--- src/rtl/frz_pkg.sv ---
package frz_pkg;

    typedef enum logic [3:0] {
        ACT_NONE,
        ACT_FZ_WEAK,
        ACT_FZ_HOLD,
        ACT_FZ_CORE,
        ACT_TH_HOLD,
        ACT_TH_WEAK,
        ACT_TH_SLEW,
        ACT_TH_DLL,
        ACT_TH_CAL,
        ACT_TH_REG
    } act_t;

    typedef struct packed {
        logic slew_n;
        logic pullup_n;
        logic tristate_n;
        logic bushold_n;
        logic cfg_done;
    } pad_t;

    typedef struct packed {
        logic reg_rst;
        logic term_rst;
        logic dll_rst;
        logic cal_en;
    } xctl_t;

    localparam pad_t  PAD_FROZEN  = '0;
    localparam xctl_t XCTL_FROZEN = '{reg_rst: 1'b1, term_rst: 1'b1, dll_rst: 1'b1, cal_en: 1'b0};

    // minimum wait in ns -> clock cycles, rounded up, never below one
    function automatic int cyc_ceil(input int ns, input int period_ps);
        int c;
        c = (ns * 1000 + period_ps - 1) / period_ps;
        return (c < 1) ? 1 : c;
    endfunction

    function automatic int max4(input int a, input int b, input int c, input int d);
        int m;
        m = a;
        if (b > m) m = b;
        if (c > m) m = c;
        if (d > m) m = d;
        return m;
    endfunction

endpackage

--- src/rtl/frz_wait_timer.sv ---
module frz_wait_timer #(
    parameter int CW = 10
) (
    input  logic          clk,
    input  logic          rst_n,
    input  logic          run,
    input  logic          load,
    input  logic          use_tick,
    input  logic [CW-1:0] load_val,
    input  logic          tick,
    output logic          expired
);
    logic [CW-1:0] cnt;
    logic          tick_mode;

    always_ff @(posedge clk or negedge rst_n) begin
        if (!rst_n) begin
            cnt       <= '0;
            tick_mode <= 1'b0;
        end else if (run) begin
            if (load) begin
                cnt       <= load_val;
                tick_mode <= use_tick;
            end else if (cnt != '0 && (!tick_mode || tick)) begin
                cnt <= cnt - 1'b1;
            end
        end
    end

    assign expired = (cnt == '0);


    tick_gate_chk: assert property (@(posedge clk) disable iff (!rst_n)
        (run && !load && tick_mode && !tick) |=> $stable(cnt));


    timer_freeze_chk: assert property (@(posedge clk) disable iff (!rst_n)
        (!run) |=> $stable(cnt));

endmodule

--- src/rtl/frz_pad_bank.sv ---
module frz_pad_bank
    import frz_pkg::*;
(
    input  logic clk,
    input  logic rst_n,
    input  logic en,
    input  act_t act,
    output pad_t pad
);
    always_ff @(posedge clk or negedge rst_n) begin
        if (!rst_n) begin
            pad <= PAD_FROZEN;
        end else if (en) begin
            unique case (act)
                ACT_FZ_WEAK: begin
                    pad.slew_n     <= 1'b0;
                    pad.pullup_n   <= 1'b0;
                    pad.tristate_n <= 1'b0;
                end
                ACT_FZ_HOLD: begin
                    pad.bushold_n <= 1'b0;
                    pad.cfg_done  <= 1'b0;
                end
                ACT_TH_HOLD: begin
                    pad.bushold_n <= 1'b1;
                    pad.cfg_done  <= 1'b1;
                end
                ACT_TH_WEAK: begin
                    pad.pullup_n   <= 1'b1;
                    pad.tristate_n <= 1'b1;
                end
                ACT_TH_SLEW: pad.slew_n <= 1'b1;
                default: ;
            endcase
        end
    end
endmodule

--- src/rtl/frz_ext_ctl.sv ---
module frz_ext_ctl
    import frz_pkg::*;
(
    input  logic  clk,
    input  logic  rst_n,
    input  logic  en,
    input  act_t  act,
    output xctl_t xc
);
    always_ff @(posedge clk or negedge rst_n) begin
        if (!rst_n) begin
            xc <= XCTL_FROZEN;
        end else if (en) begin
            unique case (act)
                ACT_FZ_HOLD: begin
                    xc.reg_rst  <= 1'b1;
                    xc.term_rst <= 1'b1;
                end
                ACT_FZ_CORE: begin
                    xc.cal_en  <= 1'b0;
                    xc.dll_rst <= 1'b1;
                end
                ACT_TH_DLL:  xc.dll_rst  <= 1'b0;
                ACT_TH_CAL:  xc.cal_en   <= 1'b1;
                ACT_TH_HOLD: xc.term_rst <= 1'b0;
                ACT_TH_REG:  xc.reg_rst  <= 1'b0;
                default: ;
            endcase
        end
    end
endmodule

--- src/rtl/frz_seq_ctrl.sv ---
module frz_seq_ctrl
    import frz_pkg::*;
#(
    parameter int NCH          = 4,
    parameter int CW           = 10,
    parameter int SHORT_CYC    = 4,
    parameter int LONG_CYC     = 8,
    parameter int CAL_TICKS    = 1000,
    parameter int SETTLE_TICKS = 33
) (
    input  logic           clk,
    input  logic           rst_n,
    input  logic           src_sel,
    input  logic           freeze_req,
    input  logic           thaw_req,
    input  logic           tmr_expired,
    output act_t           act,
    output logic [NCH-1:0] act_ch,
    output logic           act_fire,
    output logic           tmr_load,
    output logic           tmr_use_tick,
    output logic [CW-1:0]  tmr_val,
    output logic [NCH-1:0] frozen,
    output logic           busy,
    output logic           done
);
    localparam int CHW  = (NCH > 2) ? $clog2(NCH) : 1;
    localparam int LAST = NCH - 1;

    typedef enum logic [4:0] {
        S_IDLE,
        S_FZ_WEAK, S_FZ_HOLD,
        S_FZX_WEAK, S_FZX_HOLD, S_FZX_CORE,
        S_TH_HOLD, S_TH_WEAK, S_TH_SLEW,
        S_THX_DLL, S_THX_CAL, S_THX_HOLD, S_THX_WEAK, S_THX_REG, S_THX_SLEW,
        S_DONE
    } state_t;

    state_t           state, state_nxt;
    logic [CHW-1:0]   ch, ch_nxt;
    logic [NCH-1:0]   frz_nxt;
    logic             step;
    logic             last_plain;

    assign step       = src_sel && tmr_expired;
    assign last_plain = (ch == CHW'(LAST - 1));

    // state register
    always_ff @(posedge clk or negedge rst_n) begin
        if (!rst_n) begin
            state  <= S_IDLE;
            ch     <= '0;
            frozen <= '1;
        end else begin
            state  <= state_nxt;
            ch     <= ch_nxt;
            frozen <= frz_nxt;
        end
    end

    // next state
    always_comb begin
        state_nxt = state;
        ch_nxt    = ch;
        frz_nxt   = frozen;
        unique case (state)
            S_IDLE: begin
                if (src_sel) begin
                    if (freeze_req && !(&frozen)) begin
                        state_nxt = S_FZ_WEAK;
                        ch_nxt    = '0;
                    end else if (thaw_req && (|frozen)) begin
                        state_nxt = S_TH_HOLD;
                        ch_nxt    = '0;
                    end
                end
            end
            S_FZ_WEAK:  if (step) state_nxt = S_FZ_HOLD;
            S_FZ_HOLD: begin
                if (step) begin
                    frz_nxt[ch] = 1'b1;
                    if (last_plain) begin
                        state_nxt = S_FZX_WEAK;
                    end else begin
                        state_nxt = S_FZ_WEAK;
                        ch_nxt    = ch + 1'b1;
                    end
                end
            end
            S_FZX_WEAK: if (step) state_nxt = S_FZX_HOLD;
            S_FZX_HOLD: if (step) state_nxt = S_FZX_CORE;
            S_FZX_CORE: begin
                if (step) begin
                    frz_nxt[LAST] = 1'b1;
                    state_nxt     = S_DONE;
                end
            end
            S_TH_HOLD:  if (step) state_nxt = S_TH_WEAK;
            S_TH_WEAK:  if (step) state_nxt = S_TH_SLEW;
            S_TH_SLEW: begin
                if (step) begin
                    frz_nxt[ch] = 1'b0;
                    if (last_plain) begin
                        state_nxt = S_THX_DLL;
                    end else begin
                        state_nxt = S_TH_HOLD;
                        ch_nxt    = ch + 1'b1;
                    end
                end
            end
            S_THX_DLL:  if (step) state_nxt = S_THX_CAL;
            S_THX_CAL:  if (step) state_nxt = S_THX_HOLD;
            S_THX_HOLD: if (step) state_nxt = S_THX_WEAK;
            S_THX_WEAK: if (step) state_nxt = S_THX_REG;
            S_THX_REG:  if (step) state_nxt = S_THX_SLEW;
            S_THX_SLEW: begin
                if (step) begin
                    frz_nxt[LAST] = 1'b0;
                    state_nxt     = S_DONE;
                end
            end
            S_DONE:     state_nxt = S_IDLE;
            default:    state_nxt = S_IDLE;
        endcase
    end

    // outputs
    always_comb begin
        act          = ACT_NONE;
        act_ch       = '0;
        tmr_use_tick = 1'b0;
        tmr_val      = '0;
        unique case (state)
            S_FZ_WEAK: begin
                act = ACT_FZ_WEAK; act_ch = NCH'(1) << ch; tmr_val = CW'(SHORT_CYC - 1);
            end
            S_FZ_HOLD: begin
                act = ACT_FZ_HOLD; act_ch = NCH'(1) << ch; tmr_val = CW'(SHORT_CYC - 1);
            end
            S_FZX_WEAK: begin
                act = ACT_FZ_WEAK; act_ch[LAST] = 1'b1; tmr_val = CW'(SHORT_CYC - 1);
            end
            S_FZX_HOLD: begin
                act = ACT_FZ_HOLD; act_ch[LAST] = 1'b1; tmr_val = CW'(SHORT_CYC - 1);
            end
            S_FZX_CORE: begin
                act = ACT_FZ_CORE; act_ch[LAST] = 1'b1;
            end
            S_TH_HOLD: begin
                act = ACT_TH_HOLD; act_ch = NCH'(1) << ch; tmr_val = CW'(SHORT_CYC - 1);
            end
            S_TH_WEAK: begin
                act = ACT_TH_WEAK; act_ch = NCH'(1) << ch; tmr_val = CW'(SHORT_CYC - 1);
            end
            S_TH_SLEW: begin
                act = ACT_TH_SLEW; act_ch = NCH'(1) << ch; tmr_val = CW'(SHORT_CYC - 1);
            end
            S_THX_DLL: begin
                act = ACT_TH_DLL; act_ch[LAST] = 1'b1; tmr_val = CW'(LONG_CYC - 1);
            end
            S_THX_CAL: begin
                act = ACT_TH_CAL; act_ch[LAST] = 1'b1;
                tmr_val = CW'(CAL_TICKS); tmr_use_tick = 1'b1;
            end
            S_THX_HOLD: begin
                act = ACT_TH_HOLD; act_ch[LAST] = 1'b1;
                tmr_val = CW'(SETTLE_TICKS); tmr_use_tick = 1'b1;
            end
            S_THX_WEAK: begin
                act = ACT_TH_WEAK; act_ch[LAST] = 1'b1; tmr_val = CW'(LONG_CYC - 1);
            end
            S_THX_REG: begin
                act = ACT_TH_REG; act_ch[LAST] = 1'b1; tmr_val = CW'(LONG_CYC - 1);
            end
            S_THX_SLEW: begin
                act = ACT_TH_SLEW; act_ch[LAST] = 1'b1;
            end
            default: ;
        endcase
    end

    assign act_fire = step && (act != ACT_NONE);
    assign tmr_load = act_fire;
    assign busy     = (state != S_IDLE) && (state != S_DONE);
    assign done     = (state == S_DONE);


    freeze_ignore_chk: assert property (@(posedge clk) disable iff (!rst_n)
        (state == S_IDLE && (&frozen) && !thaw_req) |=> state == S_IDLE);


    thaw_ignore_chk: assert property (@(posedge clk) disable iff (!rst_n)
        (state == S_IDLE && frozen == '0 && !freeze_req) |=> state == S_IDLE);


    done_pulse_chk: assert property (@(posedge clk) disable iff (!rst_n)
        done |=> !done);


    flag_single_chk: assert property (@(posedge clk) disable iff (!rst_n)
        $countones(frozen ^ $past(frozen)) <= 1);


    stall_unsel_chk: assert property (@(posedge clk) disable iff (!rst_n)
        (!src_sel && state != S_IDLE) |=> $stable(state));

endmodule

--- src/rtl/frz_io_sequencer.sv ---
module frz_io_sequencer
    import frz_pkg::*;
#(
    parameter int N_SIMPLE     = 3,
    parameter int CLK_PS       = 5000,
    parameter int SHORT_NS     = 20,
    parameter int LONG_NS      = 40,
    parameter int CAL_TICKS    = 1000,
    parameter int SETTLE_TICKS = 33
) (
    input  logic                clk,
    input  logic                rst_n,
    input  logic                src_sel,
    input  logic                freeze_req,
    input  logic                thaw_req,
    input  logic                osc_tick,
    output logic [N_SIMPLE:0]   slew_n,
    output logic [N_SIMPLE:0]   pullup_n,
    output logic [N_SIMPLE:0]   tristate_n,
    output logic [N_SIMPLE:0]   bushold_n,
    output logic [N_SIMPLE:0]   cfg_done,
    output logic                reg_rst,
    output logic                term_rst,
    output logic                dll_rst,
    output logic                cal_en,
    output logic [N_SIMPLE:0]   frozen,
    output logic                busy,
    output logic                done
);
    localparam int NCH       = N_SIMPLE + 1;
    localparam int SHORT_CYC = cyc_ceil(SHORT_NS, CLK_PS);
    localparam int LONG_CYC  = cyc_ceil(LONG_NS, CLK_PS);
    localparam int MAX_WAIT  = max4(SHORT_CYC, LONG_CYC, CAL_TICKS, SETTLE_TICKS);
    localparam int CW        = $clog2(MAX_WAIT + 1);

    act_t           act;
    logic [NCH-1:0] act_ch;
    logic           act_fire;
    logic           tmr_load, tmr_use_tick, tmr_expired;
    logic [CW-1:0]  tmr_val;
    pad_t           pads [NCH];
    xctl_t          xc;

    frz_seq_ctrl #(
        .NCH(NCH), .CW(CW), .SHORT_CYC(SHORT_CYC), .LONG_CYC(LONG_CYC),
        .CAL_TICKS(CAL_TICKS), .SETTLE_TICKS(SETTLE_TICKS)
    ) u_ctrl (
        .clk(clk), .rst_n(rst_n), .src_sel(src_sel),
        .freeze_req(freeze_req), .thaw_req(thaw_req),
        .tmr_expired(tmr_expired), .act(act), .act_ch(act_ch), .act_fire(act_fire),
        .tmr_load(tmr_load), .tmr_use_tick(tmr_use_tick), .tmr_val(tmr_val),
        .frozen(frozen), .busy(busy), .done(done)
    );

    frz_wait_timer #(.CW(CW)) u_timer (
        .clk(clk), .rst_n(rst_n), .run(src_sel), .load(tmr_load),
        .use_tick(tmr_use_tick), .load_val(tmr_val), .tick(osc_tick),
        .expired(tmr_expired)
    );

    for (genvar i = 0; i < NCH; i++) begin : g_bank
        frz_pad_bank u_bank (
            .clk(clk), .rst_n(rst_n), .en(act_fire && act_ch[i]),
            .act(act), .pad(pads[i])
        );
        assign slew_n[i]     = pads[i].slew_n;
        assign pullup_n[i]   = pads[i].pullup_n;
        assign tristate_n[i] = pads[i].tristate_n;
        assign bushold_n[i]  = pads[i].bushold_n;
        assign cfg_done[i]   = pads[i].cfg_done;
    end

    frz_ext_ctl u_ext (
        .clk(clk), .rst_n(rst_n), .en(act_fire && act_ch[NCH-1]),
        .act(act), .xc(xc)
    );

    assign reg_rst  = xc.reg_rst;
    assign term_rst = xc.term_rst;
    assign dll_rst  = xc.dll_rst;
    assign cal_en   = xc.cal_en;


    pads_hold_chk: assert property (@(posedge clk) disable iff (!rst_n)
        !src_sel |=> $stable({slew_n, pullup_n, tristate_n, bushold_n, cfg_done, xc}));

endmodule

--- config.mk ---
export PLATFORM = sky130hd
export DESIGN_NAME = frz_io_sequencer
export DESIGN_NICKNAME = d
export VERILOG_FILES = /design/src/rtl/frz_pkg.sv /design/src/rtl/frz_wait_timer.sv /design/src/rtl/frz_pad_bank.sv /design/src/rtl/frz_ext_ctl.sv /design/src/rtl/frz_seq_ctrl.sv /design/src/rtl/frz_io_sequencer.sv
export SDC_FILE = /design/constraint.sdc
export NUM_CORES = 1
export LEC_CHECK = 0
export BUFFER_PORTS_ARGS = -buffer_cell sky130_fd_sc_hd__buf_4
export CELL_PAD_IN_SITES_DETAIL_PLACEMENT = 1
export CELL_PAD_IN_SITES_GLOBAL_PLACEMENT = 1
export CORE_UTILIZATION = 47
export DETAILED_ROUTE_END_ITERATION = 12
export PLACE_DENSITY = 0.9
export SLEW_MARGIN = 20
export SYNTH_ARGS = -nofsm -noshare
export SYNTH_HDL_FRONTEND = slang
export SYNTH_SLANG_ARGS = --single-unit
--- constraint.sdc ---
create_clock -name clk -period 3.3 [get_ports clk]
set_clock_uncertainty 0.1 [all_clocks]
set_input_delay 0.165 -clock clk [delete_from_list [all_inputs] [get_ports clk]]
set_output_delay 0.165 -clock clk [all_outputs]
set_load 0.02 [all_outputs]
==> flow_metrics.py, run 1 <==
metrics = {
    "floorplan": {
        "die_y_um": 74.90,
        "die_area_um2": 5609,
        "start_util": 0.4890,
        "die_w_um": 74.90,
        "core_area_um2": 5107,
        "rows": 26,
        "io_pins": 36,
    },
    "sta": {
        "tightest_slew_ns": 0.7862,
        "fmax_mhz": 382.2,
        "tns_ns": 0,
        "slew_headroom": 0.4730,
        "fin_crit_ns": 2.616,
        "hold_viol": 0,
        "rsz0062_at_grt": "no",
        "setup-violations-final": 0,
        "period_share": 0.7928,
        "slew_viol_final": 0,
    },
    "synthesis": {
        "synth_edf_count": 0,
        "synth_cell_types": 63,
        "synth_fp_nets": 295,
        "avgSynthCellArea_um2": 8.825,
        "synthArstFlopShare": 1.000,
        "syn_area_um2": 2497,
        "synth-seq-cells": 37,
        "yosysWarnings": 0,
        "synthCells": 283,
        "yosysSeqAreaShare": 0.3742,
        "synth-main-ff-cell": "dfrtp_1",
    },
    "grt": {
        "track_usage": 0.2755,
        "antenna_found_initial": 0,
        "grt_max_degree": 38,
        "grt-ovfl-total": 0,
        "grt_pass1_wl_um": 11470,
        "grt_pass1_vias": 2263,
    },
    "layout": {
        "layout_common_cells": "buf_4, dfrtp_1, nand2_1",
        "diodes": 0,
        "fin_cells": 377,
        "fin_area_um2": 2879,
        "final_core_util": 0.5637,
        "layout-drive-gt1-share": 0.2443,
        "layout_commonest_cell": "buf_4",
        "area_growth_pct": 15.28,
        "nets": 318,
    },
    "clock_network": {
        "post_cts_buffers": 0,
        "numCtsBuffers": 5,
        "clk_latency_ns": 0.30,
        "clockBufferDepth": 2,
        "cts_tree": "yes",
        "htree_levels": 2,
        "cts.sinks": 37,
        "cts-resized-gates": 0,
        "cts.clk_slew.worst_paths_ns": 0.08,
        "clockRootBuffer": "clkbuf_8",
    },
    "critical_path": {
        "cpMaxStageDelayCell": "nor3_2",
        "path_max_fanout": 12,
        "r2r_end": "g_bank[3].u_bank.pad[2]$_DFFE_PN0P_",
        "cp_top_family": "simple AND/OR/NAND/NOR gates",
        "worstRegToRegCells": 7,
        "crit_chain": "inv_1, ha_1, nor4b_4, nand4_2, nor3_2, nand3_1, a311oi_1",
        "cp.buffers_inverters": 1,
        "r2r_start": "u_timer.cnt[0]$_DFFE_PN0P_",
        "endpoint_kind": "flip-flop",
        "worst_ep_required_time_ns": 3.40,
        "start_kind": "flip-flop",
        "arrival_ns": 2.72,
        "worstSetupPathType": "flip-flop to flip-flop",
        "critPathMaxStageDelay_ns": 0.66,
        "reg2reg_slack_ns": 0.68,
    },
    "drt": {
        "wire_per_inst_um": 18.53,
        "vias": 2270,
        "drtAntennaViolNets": 0,
        "vias_per_cell": 6.021,
        "drt_iter0_drc": 120,
        "drc": 0,
        "wl_met2_um": 3420,
        "routed_wl_um": 6984,
        "dr.pass1.iters": 4,
        "dr_wl_met3_um": 288,
        "top_layer": "met4",
        "wl_met1_um": 3125,
    },
    "worst_hold_path": {
        "hold_path_class": "input pin to async pin",
    },
    "power_and_ir_drop": {
        "leakage_nw": 1.207,
        "switching_share": 0.4357,
        "p_sw_mw": 0.9482,
        "p_clk_frac": 0.217,
        "sequentialPowerShare": 0.355,
        "p_int_mw": 1.228,
        "p_per_area_nw_per_um2": 756.0,
        "max-vdd-ir-drop_mv": 0.4697,
        "p_comb_frac": 0.427,
    },
    "flow_run": {
        "drv_cap": 0,
    },
    "placed_design": {
        "place.gp.congestion": 0.8647,
        "hpwlAfterDp_um": 4889,
        "placed_cell_area_um2": 2735,
        "io_buffers": 35,
        "dp_cells": 368,
    },
    "status": {
        "status": "finished clean",
    },
}
cell type report:
cell class                 instances  area (um2)
timing repair buffer              42       317.8
sequential                        37       934.6
inverter                          12       45.04
clock inverter                     3       65.06
clock buffer                       5       68.82
fill                             616        2228
tap                               70       87.58
multi-input combinational        208        1360
routing by layer:
layer | up-vias | global-route usage
met1 | 1120 | 0.3735
met3 | 16 | 0.04552
met5 | - | 0
met4 | 0 | 0.1027
li1 | 1073 | -
met2 | 61 | 0.4434
through the flow:
| stage | hold slack, ns | total power [mW] | setup slack [ns] |
|---|---|---|---|
| floorplan | -0.2306 | 1.420 | 1.206 |
| global placement | 0.05774 | 1.641 | 0.8532 |
| detailed placement | 0.06315 | 1.682 | 0.7332 |
| CTS | 0.2603 | 2.178 | 0.6827 |
| global route | 0.2826 | 2.318 | 0.3918 |
| finish | 0.2661 | 2.177 | 0.6837 |
state kept, by name (all words and copies together) (netlist names), named ones only:
signal	cells
g_bank.u_bank.pad	12
u_ctrl.frozen	1
u_timer.cnt	10
u_ctrl.ch	2
u_timer.tick_mode	1
u_ext.xc	4
u_ctrl.state	4
worst max-delay path by stage:
stage | from | end | slack, ns | depth (start not counted)
after CTS | u_timer.cnt[0]$_DFFE_PN0P_ | g_bank[3].u_bank.pad[2]$_DFFE_PN0P_ | 0.68 | 7
after global routing | u_timer.cnt[0]$_DFFE_PN0P_ | g_bank[3].u_bank.pad[2]$_DFFE_PN0P_ | 0.39 | 7
final | u_timer.cnt[0]$_DFFE_PN0P_ | g_bank[3].u_bank.pad[2]$_DFFE_PN0P_ | 0.68 | 7
after global placement | u_timer.cnt[0]$_DFFE_PN0P_ | u_ctrl.ch[0]$_DFFE_PN0P_ | 0.85 | 7
after detailed placement | u_timer.cnt[0]$_DFFE_PN0P_ | g_bank[3].u_bank.pad[2]$_DFFE_PN0P_ | 0.73 | 7
after floorplan | u_ctrl.state[3]$_DFFE_PN0P_ | u_timer.cnt[5]$_DFFE_PN0P_ | 1.21 | 7
synthesized netlist by cell type, types with 2 or more instances:
cell / n / share of area
nand2_1: 28 / 0.042
dfstp_2: 7 / 0.074
xnor2_1: 2 / 0.0070
mux2i_1: 4 / 0.016
o22ai_1: 2 / 0.0050
nand3_1: 10 / 0.020
a31o_2: 3 / 0.011
a41oi_1: 4 / 0.014
o2bb2ai_1: 9 / 0.032
o21ai_1: 2 / 0.0040
buf_2: 3 / 0.0060
nor2b_1: 3 / 0.0075
a31oi_1: 8 / 0.020
nand4_1: 4 / 0.010
and3_1: 4 / 0.010
xor2_1: 3 / 0.011
buf_6: 2 / 0.0090
o21ai_0: 21 / 0.042
clkbuf_1: 9 / 0.014
ha_1: 6 / 0.030
a21oi_1: 16 / 0.032
a22o_1: 2 / 0.0070
and4_1: 2 / 0.0070
and2_1: 3 / 0.0075
o21a_1: 2 / 0.0060
nor3_1: 10 / 0.020
nand2b_1: 4 / 0.010
nor2_1: 21 / 0.032
buf_4: 11 / 0.033
nor4_1: 4 / 0.010
inv_1: 11 / 0.017
dfrtp_1: 30 / 0.30
a21boi_0: 2 / 0.0060
o31ai_1: 2 / 0.0060
power groups by stage:
stage               registers, mW  logic [mW]  clock network [mW]
floorplan                   0.709       0.712                   0
global placement            0.763       0.879                   0
detailed placement          0.768       0.914                   0
CTS                         0.769       0.928               0.481
global route                0.796        1.03               0.493
finish                      0.774       0.930               0.473
cell families after synthesis:
group                    share of synthesized area
AND/OR/NAND/NOR                             0.2375
AO/OA/AOI/OAI                               0.2330
buffers and inverters                      0.08116
flip-flops                                  0.3742
multiplexers                               0.02655
adder cells (fa/ha/maj)                    0.03006
XOR/XNOR                                   0.01754
timing repair:
| item | 4_1_cts | 5_1_grt |
|---|---|---|
| setup endpoints to repair | 0 | 0 |
| hold endpoints to repair | 30 | 0 |
| hold buffers | 1 | 0 |
(Power assumes the default switching activity.)
==> run 2: changes to the inputs <==
--- a/config.mk
+++ b/config.mk
@@ -5,12 +5,13 @@
 export SDC_FILE = /design/constraint.sdc
 export NUM_CORES = 1
 export LEC_CHECK = 0
+export ABC_AREA = 1
 export BUFFER_PORTS_ARGS = -buffer_cell sky130_fd_sc_hd__buf_4
 export CELL_PAD_IN_SITES_DETAIL_PLACEMENT = 1
 export CELL_PAD_IN_SITES_GLOBAL_PLACEMENT = 1
-export CORE_UTILIZATION = 47
+export CORE_UTILIZATION = 41
 export DETAILED_ROUTE_END_ITERATION = 12
-export PLACE_DENSITY = 0.9
+export PLACE_DENSITY = 0.84
 export SLEW_MARGIN = 20
 export SYNTH_ARGS = -nofsm -noshare
 export SYNTH_HDL_FRONTEND = slang
==> constraint.sdc (replaced) <==
create_clock -name clk -period 2.7 [get_ports clk]
set_clock_uncertainty 0.1 [all_clocks]
set_input_delay 0.135 -clock clk [delete_from_list [all_inputs] [get_ports clk]]
set_output_delay 0.135 -clock clk [all_outputs]
set_load 0.02 [all_outputs]
==> flow_metrics.py, run 2 <==
metrics = {
    "sta": {
        "hold_viol": 0,
        "tightest_slew_ns": 0.5019,
        "slew_viol_final": 0,
        "slew_headroom": 0.6654,
        "period_share": 0.8319,
        "fin_crit_ns": 2.246,
        "whs_ns": 0.1866,
        "fmax_mhz": 445.2,
        "setup-violations-final": 0,
        "worst_slack_ns": 0.4540,
        "rsz0062_at_grt": "no",
        "tns_ns": 0,
    },
    "synthesis": {
        "synthAdderAreaFrac": 0.03009,
        "synth.mux.area_fraction": 0,
        "synth-xor-area-share": 0.003511,
        "synth_compound_area_frac": 0.07573,
        "yosysTopAreaCell": "dfrtp_1",
        "synth_top_family_by_area": "simple AND/OR/NAND/NOR gates",
        "yosys.cell_count.top_type": "nand2_1",
        "avgSynthCellArea_um2": 6.854,
        "synth.top_cells.by_count": "nand2_1, inv_1, nor2_1",
        "synth_cell_types": 32,
        "synth-seq-cells": 37,
        "synth_edf_count": 0,
        "syn_area_um2": 2495,
        "synth_top_cell_area_share": 0.3009,
        "yosysWarnings": 0,
        "synthCells": 364,
        "synth_fp_nets": 376,
        "synthTopCellsByArea": "dfrtp_1, nand2_1, dfstp_2",
        "synthArstFlopShare": 1.000,
        "synth_simple_gate_area_share": 0.4047,
        "synth-main-ff-cell": "dfrtp_1",
        "yosysSeqAreaShare": 0.3746,
    },
    "status": {
        "status": "finished clean",
    },
    "clock_network": {
        "post_cts_buffers": 0,
        "cts.clk_slew.worst_paths_ns": 0.07,
        "clockBufferDepth": 2,
        "clockRootBuffer": "clkbuf_8",
        "htree_levels": 2,
        "cts_hold_buffers": 1,
        "numCtsBuffers": 5,
        "cts_tree": "yes",
        "cts.sinks": 37,
        "cts-resized-gates": 0,
        "clk_latency_ns": 0.29,
    },
    "grt": {
        "antenna_found_initial": 0,
        "grt-ovfl-total": 0,
        "top_usage_layer": "met2",
        "use_met3": 0.04000,
        "track_usage": 0.2377,
        "grt_pass1_vias": 2370,
        "grt_max_degree": 38,
        "grt_pass1_wl_um": 11540,
        "use_met2": 0.3923,
        "grtUsageMet1": 0.3239,
    },
    "floorplan": {
        "start_util": 0.4239,
        "rows": 28,
        "die_y_um": 80.01,
        "die_area_um2": 6401,
        "io_pins": 36,
        "die_w_um": 80.01,
        "core_area_um2": 5886,
    },
    "drt": {
        "dr.pass1.iters": 4,
        "vias": 2408,
        "routed_wl_um": 6996,
        "drtAntennaViolNets": 0,
        "wire_per_inst_um": 14.85,
        "vias_per_cell": 5.113,
        "drc": 0,
        "drt_iter0_drc": 128,
    },
    "placed_design": {
        "place.gp.congestion": 0.9164,
        "io_buffers": 35,
        "dp_cells": 462,
        "hpwlAfterDp_um": 5533,
        "placed_cell_area_um2": 2758,
        "pre_cts_ws_ns": 0.4571,
    },
    "layout": {
        "layout_commonest_cell": "nand2_1",
        "largest_register_ffs": 12,
        "layout-drive-gt1-share": 0.2096,
        "fin_area_um2": 2884,
        "final_core_util": 0.4900,
        "area_growth_pct": 15.60,
        "seq_area_um2": 934.6,
        "multi_input_area_um2": 1282,
        "nets": 407,
        "fillers": 785,
        "layout_common_cells": "nand2_1, inv_1, nor2_1",
        "diodes": 0,
        "top_register": "g_bank.u_bank.pad",
        "fin_cells": 471,
        "top_regs": "g_bank.u_bank.pad: 12 flops, u_timer.cnt: 10 flops",
    },
    "critical_path": {
        "crit_chain": "inv_1, ha_1, nand3_1, nor2_4, nand2_2, nor2_4, nand2_1, nand2_1, nand2_1, o21ai_0",
        "arrival_ns": 2.36,
        "r2r_end": "u_timer.cnt[6]$_DFFE_PN0P_",
        "worst_ep_required_time_ns": 2.82,
        "cpMaxStageDelayCell": "dfrtp_1",
        "path_max_fanout": 18,
        "critPathMaxStageDelay_ns": 0.41,
        "r2r_start": "u_timer.cnt[0]$_DFFE_PN0P_",
        "crit_path_frequent_cell": "nand2_1",
        "start_kind": "flip-flop",
        "endpoint_kind": "flip-flop",
        "worstRegToRegCells": 10,
        "worstSetupPathType": "flip-flop to flip-flop",
        "reg2reg_slack_ns": 0.45,
    },
    "flow_run": {
        "drv_cap": 0,
    },
    "worst_hold_path": {
        "min-delay-start": "src_sel",
        "hold_path_class": "input pin to flip-flop",
        "hold_depth": 4,
    },
    "power_and_ir_drop": {
        "finalPower_mw": 2.983,
        "max-vdd-ir-drop_mv": 0.5917,
        "leakage_nw": 1.593,
        "p_per_area_nw_per_um2": 1034,
    },
}
==> run 2: worst max path at each step <==
stage / start / to / depth (start not counted)
2_1_floorplan: u_timer.cnt[0]$_DFFE_PN0P_ / g_bank[2].u_bank.pad[3]$_DFFE_PN0P_ / 10
3_3_place_gp: u_timer.cnt[0]$_DFFE_PN0P_ / u_timer.cnt[3]$_DFFE_PN0P_ / 10
3_5_place_dp: u_timer.cnt[0]$_DFFE_PN0P_ / u_timer.cnt[3]$_DFFE_PN0P_ / 10
4_1_cts: u_timer.cnt[0]$_DFFE_PN0P_ / u_timer.cnt[6]$_DFFE_PN0P_ / 10
5_1_grt: u_timer.cnt[0]$_DFFE_PN0P_ / u_timer.cnt[3]$_DFFE_PN0P_ / 10
6_report: u_timer.cnt[0]$_DFFE_PN0P_ / u_timer.cnt[6]$_DFFE_PN0P_ / 10
==> run 2: power breakdown <==
part | leakage (nW) | total (mW) | switching [mW] | internal [mW]
logic | 1.06 | 1.57 | 1.09 | 0.487
registers | 0.470 | 0.906 | 0.184 | 0.722
clock network | 0.0585 | 0.502 | 0.201 | 0.301
==> run 2: kinds of logic (layout without fill, tap and decap cells) <==
kind of cell / Yosys count / after routing
xor+xnor: 1 / 1
compound gates: 34 / 34
simple gates: 225 / 225
flops: 37 / 37
fa+ha+maj: 6 / 6
buf+inv: 61 / 93
==> run 2: layout make-up <==
class,count,area share
well taps,75,0.03254
clock buffers,7,0.02993
clock inverters,1,0.01041
inverters,49,0.06377
repair buffers,36,0.09458
flip-flops and latches,37,0.3241
multi-input cells,266,0.4447
==> run 2: worst max-delay path: cells and delay by family, from the launching register on <==
family | cells | cell delay (ns)
compound gates | 1 | 0.08
fa+ha+maj | 1 | 0.18
buf+inv | 1 | 0.18
flops | 1 | 0.41
simple gates | 7 | 1.22
==> run 2: per-layer routing <==
layer / up-vias / part of all wire
met5: - / 0
met4: 0 / 0.0093
met3: 5 / 0.026
met2: 31 / 0.48
met1: 1175 / 0.48
li1: 1197 / -
